## config.mk

```make
export PLATFORM = sky130hd
export DESIGN_NAME = mdio_frame_ctrl
export DESIGN_NICKNAME = d
export VERILOG_FILES = /design/src/rtl/mdio_pkg.sv /design/src/rtl/mdio_clkgen.sv /design/src/rtl/mdio_frame_reg.sv /design/src/rtl/mdio_port_mux.sv /design/src/rtl/mdio_frame_ctrl.sv
export SDC_FILE = /design/constraint.sdc
export NUM_CORES = 1
export LEC_CHECK = 0
export BUFFER_PORTS_ARGS = -buffer_cell sky130_fd_sc_hd__buf_2
export CORE_ASPECT_RATIO = 1.25
export CORE_MARGIN = 5
export CORE_UTILIZATION = 44
export CTS_CLUSTER_SIZE = 20
export DETAILED_ROUTE_END_ITERATION = 8
export PLACE_DENSITY = 0.86
export SLEW_MARGIN = 20
export SYNTH_ARGS = -nofsm -noshare
export SYNTH_HDL_FRONTEND = slang
export SYNTH_SLANG_ARGS = --single-unit
export TNS_END_PERCENT = 50
```

## constraint.sdc

```tcl
create_clock -name clk -period 2 [get_ports clk]
set_clock_uncertainty 0.1 [all_clocks]
set_input_delay 0.3 -clock clk [delete_from_list [all_inputs] [get_ports clk]]
set_output_delay 0.3 -clock clk [all_outputs]
set_load 0.05 [all_outputs]
```

## src/rtl/mdio_pkg.sv

```systemverilog
package mdio_pkg;
  localparam int FRAME_W  = 32;
  localparam int PRE_BITS = 32;
  localparam int SLOTS    = PRE_BITS + FRAME_W;
  localparam int SLOT_W   = $clog2(SLOTS);
  localparam int TA_SLOT  = PRE_BITS + 14;   // first turnaround slot
  localparam int DAT_SLOT = PRE_BITS + 16;   // first data slot
  localparam logic [1:0] OP_READ = 2'b10;

  function automatic logic is_read(input logic [FRAME_W-1:0] f);
    return f[29:28] == OP_READ;
  endfunction

  // Value driven on the line during a given slot
  function automatic logic slot_value(input logic [FRAME_W-1:0] f,
                                      input logic [SLOT_W-1:0] s);
    if (int'(s) < PRE_BITS) return 1'b1;
    return f[SLOTS-1-int'(s)];
  endfunction

  function automatic logic line_released(input logic rd, input logic [SLOT_W-1:0] s);
    return rd && int'(s) >= TA_SLOT;
  endfunction

  function automatic logic captures(input logic rd, input logic [SLOT_W-1:0] s);
    return rd && int'(s) >= DAT_SLOT;
  endfunction
endpackage

```

## src/rtl/mdio_clkgen.sv

```systemverilog
module mdio_clkgen #(
  parameter int HALF_DIV = 2
) (
  input  logic                       clk,
  input  logic                       rst_n,
  input  logic                       start,
  output logic                       busy,
  output logic                       mdc,
  output logic [mdio_pkg::SLOT_W-1:0] slot,
  output logic                       rise,
  output logic                       fin
);
  import mdio_pkg::*;
  localparam int DW = (HALF_DIV > 1) ? $clog2(HALF_DIV) : 1;
  localparam logic [DW-1:0] DIV_LAST = DW'(HALF_DIV - 1);

  logic [DW-1:0] div_q;
  logic          phase_q;
  logic          half_end;

  assign half_end = busy && (div_q == DIV_LAST);
  assign rise     = half_end && !phase_q;
  assign fin      = half_end && phase_q && (int'(slot) == SLOTS - 1);
  assign mdc      = busy && phase_q;

  always_ff @(posedge clk) begin
    if (!rst_n) begin
      busy    <= 1'b0;
      div_q   <= '0;
      phase_q <= 1'b0;
      slot    <= '0;
    end else if (!busy) begin
      if (start) begin
        busy    <= 1'b1;
        div_q   <= '0;
        phase_q <= 1'b0;
        slot    <= '0;
      end
    end else if (half_end) begin
      div_q   <= '0;
      phase_q <= ~phase_q;
      if (phase_q) begin
        if (fin) busy <= 1'b0;
        else     slot <= slot + 1'b1;
      end
    end else begin
      div_q <= div_q + 1'b1;
    end
  end

  assert_rise_high_R3: assert property (@(posedge clk) disable iff (!rst_n)
    rise |=> mdc);
  assert_fin_idle_R3: assert property (@(posedge clk) disable iff (!rst_n)
    fin |=> (!busy && !mdc));
endmodule

```

## src/rtl/mdio_frame_reg.sv

```systemverilog
module mdio_frame_reg (
  input  logic                         clk,
  input  logic                         rst_n,
  input  logic                         load,
  input  logic [mdio_pkg::FRAME_W-1:0] wr_data,
  input  logic                         rise,
  input  logic                         fin,
  input  logic [mdio_pkg::SLOT_W-1:0]  slot,
  input  logic                         sample_bit,
  output logic [mdio_pkg::FRAME_W-1:0] frame
);
  import mdio_pkg::*;
  logic take;
  assign take = rise && captures(is_read(frame), slot);

  always_ff @(posedge clk) begin
    if (!rst_n) begin
      frame <= '0;
    end else if (load) begin
      frame <= wr_data;
    end else begin
      if (take) frame[15:0] <= {frame[14:0], sample_bit};
      if (fin)  frame[16]   <= 1'b1;
    end
  end

  assert_done_flag_R8: assert property (@(posedge clk) disable iff (!rst_n)
    fin |=> frame[16]);
  assert_cmd_stable_R10: assert property (@(posedge clk) disable iff (!rst_n)
    !load |=> $stable(frame[31:17]));
endmodule

```

## src/rtl/mdio_port_mux.sv

```systemverilog
module mdio_port_mux #(
  parameter int NPORT = 2
) (
  input  logic                                    clk,
  input  logic                                    rst_n,
  input  logic                                    busy,
  input  logic [(NPORT > 1 ? $clog2(NPORT) : 1)-1:0] sel,
  input  logic                                    drive,
  input  logic                                    release_line,
  input  logic [NPORT-1:0]                        mdio_i,
  output logic [NPORT-1:0]                        mdio_o,
  output logic [NPORT-1:0]                        mdio_oe,
  output logic [NPORT-1:0]                        present,
  output logic                                    sample_bit
);
  assign sample_bit = mdio_i[sel];

  for (genvar i = 0; i < NPORT; i++) begin : g_port
    logic active;
    assign active     = busy && (int'(sel) == i);
    assign mdio_o[i]  = active ? drive : 1'b1;
    assign mdio_oe[i] = active && !release_line;
    always_ff @(posedge clk) begin
      if (!rst_n)       present[i] <= 1'b0;
      else if (!active) present[i] <= mdio_i[i];
    end
  end

  assert_single_driver_R9: assert property (@(posedge clk) disable iff (!rst_n)
    $countones(mdio_oe) <= 1);
endmodule

```

## src/rtl/mdio_frame_ctrl.sv

```systemverilog
module mdio_frame_ctrl #(
  parameter int HALF_DIV = 2
) (
  input  logic        clk,
  input  logic        rst_n,
  input  logic        wr_en,
  input  logic [31:0] wr_data,
  input  logic        phy_sel,
  input  logic        bitbang_mode,
  output logic [31:0] frame_q,
  output logic        busy,
  output logic        mdc,
  input  logic [1:0]  mdio_i,
  output logic [1:0]  mdio_o,
  output logic [1:0]  mdio_oe,
  output logic [1:0]  phy_present
);
  import mdio_pkg::*;

  logic              load, rise, fin, sample_bit, sel_q;
  logic [SLOT_W-1:0] slot;
  logic              drive, rel;

  assign load  = wr_en && !bitbang_mode && !busy;
  assign drive = slot_value(frame_q, slot);
  assign rel   = line_released(is_read(frame_q), slot);

  always_ff @(posedge clk) begin
    if (!rst_n)    sel_q <= 1'b0;
    else if (load) sel_q <= phy_sel;
  end

  mdio_clkgen #(.HALF_DIV(HALF_DIV)) u_clk (
    .clk(clk), .rst_n(rst_n), .start(load), .busy(busy), .mdc(mdc),
    .slot(slot), .rise(rise), .fin(fin)
  );

  mdio_frame_reg u_frame (
    .clk(clk), .rst_n(rst_n), .load(load), .wr_data(wr_data), .rise(rise),
    .fin(fin), .slot(slot), .sample_bit(sample_bit), .frame(frame_q)
  );

  mdio_port_mux #(.NPORT(2)) u_mux (
    .clk(clk), .rst_n(rst_n), .busy(busy), .sel(sel_q), .drive(drive),
    .release_line(rel), .mdio_i(mdio_i), .mdio_o(mdio_o), .mdio_oe(mdio_oe),
    .present(phy_present), .sample_bit(sample_bit)
  );

  assert_accept_R2: assert property (@(posedge clk) disable iff (!rst_n)
    (wr_en && !bitbang_mode && !busy) |=> (busy && frame_q == $past(wr_data)));
  assert_preamble_R4: assert property (@(posedge clk) disable iff (!rst_n)
    (busy && int'(slot) < PRE_BITS) |-> (&mdio_o));
  assert_read_release_R6: assert property (@(posedge clk) disable iff (!rst_n)
    (busy && frame_q[29:28] == 2'b10 && int'(slot) >= TA_SLOT) |-> (mdio_oe == 2'b00));
  assert_bitbang_ignored_R10: assert property (@(posedge clk) disable iff (!rst_n)
    (!busy && wr_en && bitbang_mode) |=> !busy);
endmodule

```

==> results.md <==
* Final setup fails at 5
* Post-CTS Hold Buffers at 0
* Met1 Track Usage GR at 23.1%
* Ys flop type: dfxtp_1
* Die width at 73.2 microns
* GR Overflow Total at 0
* Later-pin clock latency in the skew report at 300 ps
* Peak VDD IR at 0.000396 V
* Relative slew slack at 69.0%
* Post-synth EDFFs at 0
* Final weighted congestion in routability-driven placement at 0.922
* Clk pin slew, worst setup/hold paths at 80 ps
* Leak at 1.41 nW
* CTS Sinks at 44
* Largest net degree at the start of global routing at 31
* Status: finished with violations
* RSZ-0062 raised after global routing: true
* Synthesized Nets at 295
* CTS root buffer: clkbuf_8
* Worst Setup Start Kind: flop
* Synthesized cell area at 2190 sq um
* # rows at 28
* First-pass GRT wire length at 10,100 microns
* Vias in the first global route at 2,250
* PwrDens at 619 nW/um^2
* Drt pass-1 iters at 4
* Starting density of the core at 45.7%
* Mean post-synth cell area at 8.60 sq um
* F_max at 0.397 GHz
* Failing checks: setup timing
* Drt wl/cell at 17.0 microns
* Critical path required time at 1600 ps
* Count leader, synth: nand2_1
* GRT Util Overall at 19.9%
* CP arrival at 2120 ps
* Seq/Total Area, Yosys at 40.2%
* Core ar. at 4800 sq um
* Via density at 5.54
* HP Class: in2reg
* Detailed placement HPWL at 4840 microns
* Flops & latches, synth at 44
* Fillcell total at 376
* Routed WL at 7310 microns
* CTS H-tree lvls at 2
* Crit Path Class: reg2out
* Die ar. at 6510 sq um
* Clock Tree Buf Depth at 2
* Final nets at 408
* Synth Instances at 255
* Met3 GRT Util at 4.27%
* Final critical-path share of the clock period at 126%
* Met2 usage at 35.4%
* Critical path's slowest cell: dfxtp_2
* Final hold violations at 0
* Synth top area share at 40.2%
* Io pins at 79
* Die Span Y at 88.9 microns
* Ant. Diodes at 0
* Setup TNS at -1140 ps
* DRC at 0
* Inserted Clock Buffers at 5
* Initial antenna violation count at 0
* CTS tree: done
* CP peak stage delay at 350 ps
* Maxcap violations at 0
* Final WS setup at -522 ps
* Port Buffers at 78
* Synth area leader: dfxtp_1
* Layout cells sized above 1 at 41.7%
* Crit-path max FO at 7
* Top cells by area, synth: dfxtp_1, a21boi_0, nand2_1
* Top cells by count, synth: nand2_1, dfxtp_1, a21boi_0
* FFs w/ async S/R, synth at 0%
* Endpoint class of the critical path: output port
* Detail Route Antenna Nets at 0
* Final Max Tran Viols at 0
* Crit path cell chain: buf_6 > buf_12 > mux2i_4 > a22oi_2 > a211oi_2 > nor4_4 > or2_4 > buf_8
* GR peak layer: met2
* Synth warnings at 0
* DRT iter0 DRCs at 221
* Design Area, Final at 3190 sq um
* Worst slew pin tran at 464 ps
* Final min period at 2520 ps
* P&R area growth vs syn at 45.3%
* Area after DPL at 2900 sq um
* Via count at 2,375
* Count of cell types in the netlist at 35
==> per-stage QoR <==
step / hold slack, ps / total power (W) / setup WS (ps) / cells / utilization, %
6_report: 146 / 0.00197 / -522 / 429 / 66.4
5_1_grt: 142 / 0.00204 / -575 / 429 / 66.4
4_1_cts: 140 / 0.00195 / -474 / 425 / 63.2
3_5_place_dp: 381 / 0.00139 / -365 / 417 / 60.4
3_3_place_gp: 362 / 0.00138 / -304 / 417 / 60.4
2_1_floorplan: 337 / 0.00123 / -72.2 / 255 / -
==> registers in the layout, indices dropped and copies added, names as in the netlist <==
register / cells
u_clk.busy: 1
u_clk.phase_q: 1
u_mux.present: 2
u_clk.slot: 6
u_frame.frame: 32
sel_q: 1
u_clk.div_q: 1
==> area by class of cell <==
class | count | area, sq um | area share [%]
sequential | 44 | 885 | 27.8
tap | 60 | 75.1 | 2.36
inverter | 1 | 3.75 | 0.118
clock buffer | 8 | 90.1 | 2.83
timing repair buffer | 123 | 798 | 25.0
multi-input combinational | 193 | 1340 | 41.9
==> critical path: cells and delay by family, from the launching register on <==
kind	cells	cell delay (ps)
muxes	1	250
DFF	1	350
and+or+nand+nor	2	320
AOI/OAI and AO/OA	2	450
buffers and inverters	3	440
==> worst paths after layout <==
path,cells past startpoint,end,start,slack [ps]
max,8,mdio_o[1],u_clk.slot[1]$_SDFFE_PN0P_,-520
min,2,u_frame.frame[14]$_SDFFE_PN0P_,wr_data[14],150
max reg2reg,8,u_clk.slot[2]$_SDFFE_PN0P_,u_clk.slot[1]$_SDFFE_PN0P_,-10
min reg2reg,2,u_frame.frame[22]$_SDFFE_PN0P_,u_frame.frame[22]$_SDFFE_PN0P_,390
==> cell usage in the layout, fill, tap and decap left out, types with 2 or more instances in the layout <==
master / netlist / routed
a21boi_0: 30 / 30
clkbuf_8: 0 / 6
nor2b_1: 4 / 3
nor2_1: 14 / 12
mux2i_1: 20 / 18
clkbuf_1: 9 / 2
xnor2_1: 6 / 6
o21ai_0: 3 / 3
nand2_1: 54 / 54
o211a_1: 3 / 3
nor4_4: 1 / 2
a22oi_1: 19 / 15
dfxtp_1: 44 / 41
nor3_1: 5 / 4
a22oi_2: 0 / 4
buf_8: 0 / 2
buf_6: 1 / 4
a21oi_1: 5 / 4
and2_1: 5 / 5
buf_2: 4 / 74
nand3_1: 7 / 7
buf_4: 3 / 41
o221ai_1: 2 / 2
nor2_2: 0 / 2
dfxtp_2: 0 / 3
==> metal layers <==
layer,vias to the layer above,part of all wire [%]
met5,-,0
met1,1117,39
met4,0,4.8
met2,109,50
li1,1115,-
met3,34,6.4
==> cell families (layout without fill, tap and decap cells) <==
kind of cell / Yosys count / in the layout / share of synthesized area, %
simple gates: 100 / 100 / 21.2
compound gates: 65 / 65 / 21.8
flops: 44 / 44 / 40.2
mux: 21 / 21 / 9.64
buf+inv: 18 / 132 / 4.16
xor+xnor: 6 / 6 / 2.40
fa+ha+maj: 1 / 1 / 0.570
==> power breakdown <==
| group | internal, W | switching (W) |
|---|---|---|
| logic | 0.000156 | 0.000283 |
| clock network | 0.000282 | 0.000297 |
| registers | 0.000918 | 0.0000359 |
==> repair_timing <==
| item | CTS | global route |
|---|---|---|
| resized for setup | 13 | 24 |
| setup endpoints to repair | 4 | 18 |
| gates cloned | 0 | 1 |
| pin swaps | 3 | 12 |
| buffers inserted | 0 | 3 |
Note: power is estimated with default switching activity, not from simulation.
